$ cat src/rtl/loco_enc_pkg.sv
package loco_enc_pkg;

  typedef enum logic [1:0] {
    OP_SPEED = 2'd0,
    OP_FUNC  = 2'd1,
    OP_CVWR  = 2'd2,
    OP_STOP  = 2'd3
  } loco_op_e;

  typedef enum logic [2:0] {
    KIND_NONE     = 3'd0,
    KIND_SPEED    = 3'd1,
    KIND_FG1      = 3'd2,
    KIND_FG2      = 3'd3,
    KIND_FG3      = 3'd4,
    KIND_CVWR     = 3'd5,
    KIND_STOP_ONE = 3'd6,
    KIND_STOP_ALL = 3'd7
  } loco_kind_e;

  localparam int MAG_W    = 7;
  localparam int LEVEL_W  = 5;
  localparam int MAG_SPAN = 125;

endpackage

$ cat src/rtl/loco_speed_scaler.sv
module loco_speed_scaler
  import loco_enc_pkg::*;
#(
  parameter int OUT_MAX   = 15,
  parameter bit USE_TABLE = 1'b0
) (
  input  logic [MAG_W-1:0]   mag,
  output logic [LEVEL_W-1:0] level
);
  localparam int ENTRIES = 1 << MAG_W;
  localparam int NUMER   = OUT_MAX - 2;

  generate
    if (USE_TABLE) begin : g_tbl
      logic [LEVEL_W-1:0] tbl [ENTRIES];
      for (genvar i = 0; i < ENTRIES; i++) begin : g_ent
        assign tbl[i] = (i < 2) ? '0 : LEVEL_W'(((i - 2) * NUMER) / MAG_SPAN + 2);
      end
      assign level = tbl[mag];
    end else begin : g_div
      logic [11:0] off;
      logic [11:0] prod;
      logic [11:0] quo;
      always_comb begin
        off  = {5'd0, mag} - 12'd2;
        prod = off * 12'(NUMER);
        quo  = prod / 12'(MAG_SPAN);
        level = (mag >= MAG_W'(2)) ? (quo[LEVEL_W-1:0] + LEVEL_W'(2)) : '0;
      end
    end
  endgenerate

  always_comb begin
    if (mag >= MAG_W'(2)) begin
      AST_SCALE_RANGE: assert (int'(level) >= 2 && int'(level) <= OUT_MAX);
    end
  end

endmodule

$ cat src/rtl/loco_speed_enc.sv
module loco_speed_enc
  import loco_enc_pkg::*;
#(
  parameter bit USE_TABLE = 1'b0
) (
  input  logic [7:0] speed,
  input  logic [1:0] steps,
  output logic [7:0] b0,
  output logic [7:0] b1,
  output logic [1:0] count,
  output logic       is_stop,
  output logic       bad_mode
);
  logic [7:0]         absv;
  logic [MAG_W-1:0]   mag;
  logic               fwd;
  logic               moving;
  logic [LEVEL_W-1:0] lvl14;
  logic [LEVEL_W-1:0] lvl28;
  logic [LEVEL_W-1:0] f28;

  always_comb begin
    absv   = speed[7] ? (~speed + 8'd1) : speed;
    mag    = absv[7] ? {MAG_W{1'b1}} : absv[MAG_W-1:0];
    fwd    = ~speed[7];
    moving = (mag >= MAG_W'(2));
  end

  loco_speed_scaler #(.OUT_MAX(15), .USE_TABLE(USE_TABLE)) u_scale14 (
    .mag(mag), .level(lvl14)
  );
  loco_speed_scaler #(.OUT_MAX(31), .USE_TABLE(USE_TABLE)) u_scale28 (
    .mag(mag), .level(lvl28)
  );

  always_comb begin
    b0       = 8'd0;
    b1       = 8'd0;
    count    = 2'd1;
    is_stop  = 1'b0;
    bad_mode = 1'b0;
    f28      = moving ? lvl28 : '0;
    case (steps)
      2'd0: b0 = {2'b01, fwd, 1'b0, (moving ? lvl14[3:0] : 4'd0)};
      2'd1: b0 = {2'b01, fwd, f28[0], f28[4:1]};
      2'd2: begin
        b0    = 8'h3F;
        b1    = {fwd, (moving ? mag : MAG_W'(0))};
        count = 2'd2;
      end
      default: begin
        bad_mode = 1'b1;
        count    = 2'd0;
      end
    endcase
    if (!bad_mode && speed == 8'd0) begin
      b0      = 8'h41;
      b1      = 8'd0;
      count   = 2'd1;
      is_stop = 1'b1;
    end
  end

endmodule

$ cat src/rtl/loco_func_enc.sv
module loco_func_enc
  import loco_enc_pkg::*;
(
  input  logic [1:0] group,
  input  logic [4:0] fbits,
  output logic [7:0] fbyte,
  output loco_kind_e kind,
  output logic       bad_group
);
  always_comb begin
    fbyte     = 8'd0;
    kind      = KIND_NONE;
    bad_group = 1'b0;
    case (group)
      2'd0: begin
        fbyte = {3'b100, fbits[0], fbits[4:1]};
        kind  = KIND_FG1;
      end
      2'd1: begin
        fbyte = {4'hB, fbits[3:0]};
        kind  = KIND_FG2;
      end
      2'd2: begin
        fbyte = {4'hA, fbits[3:0]};
        kind  = KIND_FG3;
      end
      default: bad_group = 1'b1;
    endcase
  end
endmodule

$ cat src/rtl/loco_instr_encoder.sv
module loco_instr_encoder
  import loco_enc_pkg::*;
#(
  parameter int CV_W      = 11,
  parameter bit USE_TABLE = 1'b0
) (
  input  logic            clk,
  input  logic            rst,
  input  logic            in_valid,
  input  logic [1:0]      in_op,
  input  logic [7:0]      in_speed,
  input  logic [1:0]      in_steps,
  input  logic [1:0]      in_fgroup,
  input  logic [4:0]      in_fbits,
  input  logic [CV_W-1:0] in_cv,
  input  logic [7:0]      in_cv_data,
  input  logic            in_bcast,
  output logic            out_valid,
  output logic            out_err,
  output logic [23:0]     out_bytes,
  output logic [1:0]      out_count,
  output logic [2:0]      out_kind
);
  localparam int NBYTES = 3;
  localparam int IDX_W  = 10;

  loco_op_e   op;
  logic [7:0] sp_b0, sp_b1;
  logic [1:0] sp_cnt;
  logic       sp_stop, sp_bad;
  logic [7:0] fn_byte;
  loco_kind_e fn_kind;
  logic       fn_bad;
  logic [CV_W-1:0] cv_m1;

  logic [8*NBYTES-1:0] nxt_bytes;
  logic [1:0]          nxt_cnt;
  loco_kind_e          nxt_kind;
  logic                nxt_bad;

  assign op = loco_op_e'(in_op);

  loco_speed_enc #(.USE_TABLE(USE_TABLE)) u_speed (
    .speed(in_speed), .steps(in_steps), .b0(sp_b0), .b1(sp_b1),
    .count(sp_cnt), .is_stop(sp_stop), .bad_mode(sp_bad)
  );

  loco_func_enc u_func (
    .group(in_fgroup), .fbits(in_fbits), .fbyte(fn_byte),
    .kind(fn_kind), .bad_group(fn_bad)
  );

  always_comb begin
    cv_m1     = in_cv - CV_W'(1);
    nxt_bytes = '0;
    nxt_cnt   = 2'd0;
    nxt_kind  = KIND_NONE;
    nxt_bad   = 1'b0;
    case (op)
      OP_SPEED: begin
        if (sp_bad) begin
          nxt_bad = 1'b1;
        end else if (sp_stop) begin
          nxt_bytes = {16'd0, sp_b0};
          nxt_cnt   = 2'd1;
          nxt_kind  = KIND_STOP_ONE;
        end else begin
          nxt_bytes = {8'd0, sp_b1, sp_b0};
          nxt_cnt   = sp_cnt;
          nxt_kind  = KIND_SPEED;
        end
      end
      OP_FUNC: begin
        if (fn_bad) begin
          nxt_bad = 1'b1;
        end else begin
          nxt_bytes = {16'd0, fn_byte};
          nxt_cnt   = 2'd1;
          nxt_kind  = fn_kind;
        end
      end
      OP_CVWR: begin
        nxt_bytes = {in_cv_data, cv_m1[7:0], 6'b111011, cv_m1[IDX_W-1:8]};
        nxt_cnt   = 2'd3;
        nxt_kind  = KIND_CVWR;
      end
      default: begin
        nxt_bytes = {16'd0, (in_bcast ? 8'h71 : 8'h41)};
        nxt_cnt   = 2'd1;
        nxt_kind  = in_bcast ? KIND_STOP_ALL : KIND_STOP_ONE;
      end
    endcase
  end

  always_ff @(posedge clk) begin
    if (rst) begin
      out_valid <= 1'b0;
      out_err   <= 1'b0;
      out_bytes <= '0;
      out_count <= 2'd0;
      out_kind  <= 3'd0;
    end else begin
      out_valid <= in_valid & ~nxt_bad;
      out_err   <= in_valid & nxt_bad;
      if (in_valid) begin
        out_bytes <= nxt_bytes;
        out_count <= nxt_cnt;
        out_kind  <= nxt_kind;
      end
    end
  end

  AST_ERR_EMPTY: assert property (@(posedge clk) disable iff (rst)
    out_err |-> (!out_valid && out_count == 2'd0 && out_bytes == '0));
  AST_ONE_STAGE: assert property (@(posedge clk) disable iff (rst)
    (out_valid || out_err) |-> $past(in_valid));
  AST_STOP_SINGLE: assert property (@(posedge clk) disable iff (rst)
    (out_valid && out_kind >= 3'd6) |-> out_count == 2'd1);
  AST_CV_PREFIX: assert property (@(posedge clk) disable iff (rst)
    (out_valid && out_kind == 3'd5) |-> (out_bytes[7:2] == 6'b111011 && out_count == 2'd3));
  AST_UNUSED_ZERO: assert property (@(posedge clk) disable iff (rst)
    (out_valid && out_count == 2'd1) |-> out_bytes[23:8] == 16'd0);

endmodule

$ cat config.mk
export PLATFORM = sky130hd
export DESIGN_NAME = loco_instr_encoder
export DESIGN_NICKNAME = d
export VERILOG_FILES = /design/src/rtl/loco_enc_pkg.sv /design/src/rtl/loco_speed_scaler.sv /design/src/rtl/loco_speed_enc.sv /design/src/rtl/loco_func_enc.sv /design/src/rtl/loco_instr_encoder.sv
export SDC_FILE = /design/constraint.sdc
export NUM_CORES = 1
export LEC_CHECK = 0
export BUFFER_PORTS_ARGS = -buffer_cell sky130_fd_sc_hd__buf_4
export CAP_MARGIN = 20
export CELL_PAD_IN_SITES_DETAIL_PLACEMENT = 1
export CELL_PAD_IN_SITES_GLOBAL_PLACEMENT = 1
export CORE_MARGIN = 8
export CORE_UTILIZATION = 43
export CTS_CLUSTER_DIAMETER = 60
export DETAILED_ROUTE_END_ITERATION = 8
export PLACE_DENSITY = 0.79
export SYNTH_ARGS = -nofsm -noshare
export SYNTH_HDL_FRONTEND = slang
export SYNTH_SLANG_ARGS = --single-unit
$ cat constraint.sdc
create_clock -name clk -period 25.4 [get_ports clk]
set_input_delay 3.81 -clock clk [delete_from_list [all_inputs] [get_ports clk]]
set_output_delay 3.81 -clock clk [all_outputs]
set_load 0.01 [all_outputs]
==> results of run 1 <==
-- flip-flops by register name (all words and copies together) (netlist names) --
signal	flops
out_kind	3
out_bytes	24
out_valid	1
out_err	1
out_count	2
-- cell families after synthesis --
logic type      count (synthesis)
compound gates                280
xor+xnor                       57
fa+ha+maj                      63
buf+inv                        97
flops                          31
mux                            10
simple gates                  333
-- critical path: cells and delay by family --
| kind | cells | cell delay (ps) |
|---|---|---|
| AO/OA/AOI/OAI | 10 | 2790 |
| adder cells (fa/ha/maj) | 9 | 3310 |
| XOR/XNOR | 1 | 260 |
| buffers and inverters | 5 | 790 |
| AND/OR/NAND/NOR | 10 | 3150 |
-- final timing paths --
check                start       endpoint  slack [ps]  cells after the start
min          out_bytes[19]  out_bytes[19]         460                      2
max reg2reg   out_bytes[0]   out_bytes[0]       24410                      4
max            in_speed[2]   out_bytes[1]       11430                     35
min reg2reg  out_bytes[19]  out_bytes[19]         460                      2
-- final cells by class --
cell class              count  area (sq um)
well taps                 184           230
flip-flops and latches     31           621
clock buffers               6           139
multi-input cells         743          5290
inverters                  59           234
fillers                  1867          7410
repair buffers             74           556
clock inverters             1          5.00
-- per-stage QoR --
step           hold slack [ps]  instances  instance area, sq um
2_1_floorplan              486        871                  6330
3_3_place_gp               448       1090                  6920
3_5_place_dp               457       1090                  6920
4_1_cts                    466       1097                  7060
5_1_grt                    490       1098                  7070
6_report                   464       1098                  7070
-- routing by layer --
metal  share of wire [%]  global-route usage, %
met3                 5.2                   1.75
met1                  45                   28.9
met2                  48                   40.9
met4                 1.0                   3.74
met5                   0                      0
-- cell usage in the layout, fill, tap and decap left out, types with 9 or more instances in the layout --
cell type and instances:
or3_1 12, a31oi_1 13, nand2_1 67, xnor2_1 42, and2_1 9, a21oi_1 56
buf_4 74, xor2_1 11, fa_1 12, nand4_1 9, nor2b_1 9, a211o_1 10
nor2_1 90, a211oi_1 21, nor4_1 10, o21ai_1 9, ha_1 47, o21a_1 9
o21ai_0 40, nor3_1 40, inv_1 56, dfxtp_1 31, nand2b_1 10, nand3_1 28
==> flow_summary.json, run 1 <==
{
  "outcome": "finished, final reports clean",
  "synth.mux.area_fraction_pct": 1.66,
  "ys_warn_count": 0,
  "fin_tns_setup_ps": 0,
  "worstSetupPathType": "in2reg",
  "clock_sinks": 31,
  "synth-seq-area-share_pct": 9.81,
  "clk_latency_ps": 270,
  "fin_worst_skew_ps": 0,
  "core-area_sq_um": 14500,
  "routed_wl_um": 21700,
  "grt_pass1_wl_um": 35200,
  "gp_congestion": 0.894,
  "async_flop_share_pct": 0,
  "hold_path_class": "reg2reg",
  "crit_slowest_cell": "o41a_1",
  "synth_top_area_cell": "dfxtp_1",
  "synthCells": 871,
  "period_share_pct": 55.0,
  "report.final.hold_viol_count": 0,
  "grt_max_degree": 40,
  "ctsResizeCount": 0,
  "synth_edf_count": 0,
  "cts-root-buf": "clkbuf_16",
  "dp_hpwl_um": 17500,
  "relSlewSlack_pct": 26.2,
  "maxClockFrequency_ghz": 0.0716,
  "fin_ws_ps": 11430,
  "synth_top_area_share_pct": 9.81,
  "cp.arrival_ps": 14150,
  "initial_core_util_pct": 43.7,
  "avgSynthCellArea_sq_um": 7.27,
  "dieArea_sq_um": 18900,
  "final_core_util_pct": 48.8,
  "grt_pass1_vias": 6932,
  "pre_cts_ws_ps": 11090,
  "portBuffers": 71,
  "dr.pass1.iters": 4,
  "path_max_fanout": 11,
  "finalNetCount": 1015,
  "ys_types": 105,
  "path_clk_slew_ps": 50,
  "crit_required_ps": 25570,
  "clockBufferDepth": 2,
  "avgRoutedWirePerCell_um": 19.8,
  "die_w_um": 137,
  "postCtsSetupBuffers": 0,
  "synth_top_family_by_area": "compound AO/OA/AOI/OAI gates",
  "vias": 6810,
  "drive_above_1_share_pct": 14.6,
  "cts.hold.buffers_added": 0,
  "synth_nets": 972,
  "drc": 0,
  "ant_nets": 0,
  "synth_ff_type": "dfxtp_1",
  "diodes": 0,
  "numCtsBuffers": 5,
  "die_height_um": 137,
  "syn-cell-area_sq_um": 6330,
  "htree_levels": 2,
  "slowest_delay_ps": 650,
  "start_kind": "input port",
  "end_kind": "flip-flop",
  "worst_pin_slew_ps": 1090,
  "grt_overflow": 0,
  "io_pins": 73,
  "finalCriticalPeriod_ps": 13970,
  "synthTopCellsByArea": "dfxtp_1 9.8%, ha_1 9.3%, xnor2_1 5.8%, nor2_1 5.3%, a21oi_1 4.4%",
  "drt-vias-per-instance": 6.20,
  "synth_common_cells": "90 x nor2_1, 67 x nand2_1, 56 x a21oi_1, 56 x inv_1, 47 x ha_1",
  "dr.first_iter.drc_count": 382,
  "maxSlewViolCount": 0,
  "grt_antenna_before_repair": 0,
  "area_growth_pct": 11.7,
  "synthSimpleGateAreaFrac_pct": 27.0,
  "rsz0062_at_grt": "false",
  "ys_ff_latch": 31,
  "synth_xor_area_share_pct": 8.54,
  "grt_usage_pct": 22.6,
  "synth_most_common_cell": "nor2_1",
  "cp_common_cell": "ha_1",
  "setup_viol": 0,
  "drv_cap": 0,
  "num_rows": 44,
  "synthAdderAreaFrac_pct": 13.7,
  "tritoncts": "done",
  "synth_compound_area_share_pct": 32.6
}
Power of run 1 is left out: the tool's default activity adds up to more than one toggle a clock period on the data nets, which glitch-free logic cannot reach.
==> run 2, diff against run 1 <==
==> constraint.sdc (replaced) <==
create_clock -name clk -period 13.7 [get_ports clk]
set_input_delay 2.055 -clock clk [delete_from_list [all_inputs] [get_ports clk]]
set_output_delay 2.055 -clock clk [all_outputs]
set_load 0.01 [all_outputs]
==> flow_summary.json, run 2 (synthesis results as in run 1) <==
{
  "io_pins": 73,
  "grt_max_degree": 40,
  "crit_required_ps": 13850,
  "die_w_um": 137,
  "largest_reg_flops": 24,
  "n_fill_cell": 1852,
  "r2r-start": "out_bytes[0]",
  "start_kind": "input port",
  "hold_path_class": "reg2reg",
  "dr.first_iter.drc_count": 379,
  "period_share_pct": 86.7,
  "postCtsSetupBuffers": 0,
  "grt_pass1_wl_um": 35700,
  "dp_hpwl_um": 17700,
  "dieArea_sq_um": 18900,
  "die_height_um": 137,
  "drive_above_1_share_pct": 14.8,
  "area_growth_pct": 12.0,
  "hold_slack_ps": 474,
  "fin_tns_setup_ps": 0,
  "rrSetupSlack_ps": 12690,
  "num_rows": 44,
  "avgRoutedWirePerCell_um": 20.0,
  "worst_pin_slew_ps": 969,
  "crit_buf_inv": 6,
  "path_clk_slew_ps": 60,
  "ant_nets": 0,
  "clk_latency_ps": 280,
  "cts.hold.buffers_added": 0,
  "path_max_fanout": 11,
  "worstSetupPathType": "in2reg",
  "maxSlewViolCount": 0,
  "crit_slowest_cell": "o21a_1",
  "tritoncts": "done",
  "top_regs": "out_bytes: 24 flops, out_kind: 3 flops, out_count: 2 flops",
  "cp.arrival_ps": 12040,
  "grt_pass1_vias": 7068,
  "cp_common_cell": "ha_1",
  "final_core_util_pct": 49.0,
  "portBuffers": 71,
  "hold_depth": 2,
  "slowest_delay_ps": 730,
  "diodes": 0,
  "dr.pass1.iters": 4,
  "finalCriticalPeriod_ps": 11880,
  "grt_usage_pct": 22.9,
  "final_cell_mix": "90 x nor2_1, 76 x buf_4, 67 x nand2_1",
  "ctsResizeCount": 0,
  "fin_worst_skew_ps": 0,
  "routed_wl_um": 22000,
  "initial_core_util_pct": 43.7,
  "cts-root-buf": "clkbuf_16",
  "relSlewSlack_pct": 35.0,
  "grt_overflow": 0,
  "drc": 0,
  "finalNetCount": 1017,
  "clock_sinks": 31,
  "numCtsBuffers": 5,
  "mostFrequentLayoutCell": "nor2_1",
  "clockBufferDepth": 2,
  "drt-vias-per-instance": 6.29,
  "design_area_sq_um": 7090,
  "maxClockFrequency_ghz": 0.0842,
  "vias": 6917,
  "dpl-instance-area_sq_um": 6940,
  "grt_antenna_before_repair": 0,
  "timing.rr.end": "out_bytes[0]",
  "setup_viol": 0,
  "largest-register": "out_bytes",
  "reg2reg_depth": 4,
  "outcome": "finished, final reports clean",
  "hold_end": "out_bytes[9]",
  "min-delay-start": "out_bytes[9]",
  "gp_congestion": 0.887,
  "report.final.hold_viol_count": 0,
  "rsz0062_at_grt": "false",
  "htree_levels": 2,
  "drv_cap": 0,
  "cpLargestDelayFamily": "adder cells",
  "core-area_sq_um": 14500,
  "end_kind": "flip-flop"
}
run 2: final cells by class:
type                            instances  area, sq um  area share [%]
Clock buffer                            6          139            1.96
Clock inverter                          1         5.00          0.0706
Inverter                               59          234            3.30
Multi-Input combinational cell        743         5290            74.6
Sequential cell                        31          621            8.75
Tap cell                              184          230            3.25
Timing Repair Buffer                   76          571            8.05
run 2: how the worst max path moves through the flow:
stage                         to  cells past startpoint   startpoint
floorplan           out_bytes[2]                     45  in_speed[7]
global placement    out_bytes[2]                     39  in_speed[0]
detailed placement  out_bytes[2]                     39  in_speed[0]
CTS                 out_bytes[2]                     39  in_speed[0]
global route        out_bytes[1]                     35  in_speed[2]
finish              out_bytes[2]                     39  in_speed[0]
run 2: metal layers:
layer	up-vias	share of wire (%)	GRT usage [%]	wire length (um)
met5	-	0	0	0
met4	0	2.1	7.00	454
met3	30	5.5	3.79	1220
met2	169	47	39.6	10400
met1	3382	45	28.3	9900
li1	3336	-	-	-
run 2: worst reg2reg max path, stage by stage, from the launching register on:
cell     delay (ps)
dfxtp_1         340
nor2_1           50
nor3_1          220
nand3_1         120
o31ai_1         200
run 2: metrics by stage:
stage                     cells  setup slack (ps)
after global placement     1092              1860
after detailed placement   1092              1540
after global routing       1100              1000
final                      1100              1820
after floorplan             871              3130
after CTS                  1099              1800
Power of run 2 is left out for the same reason.
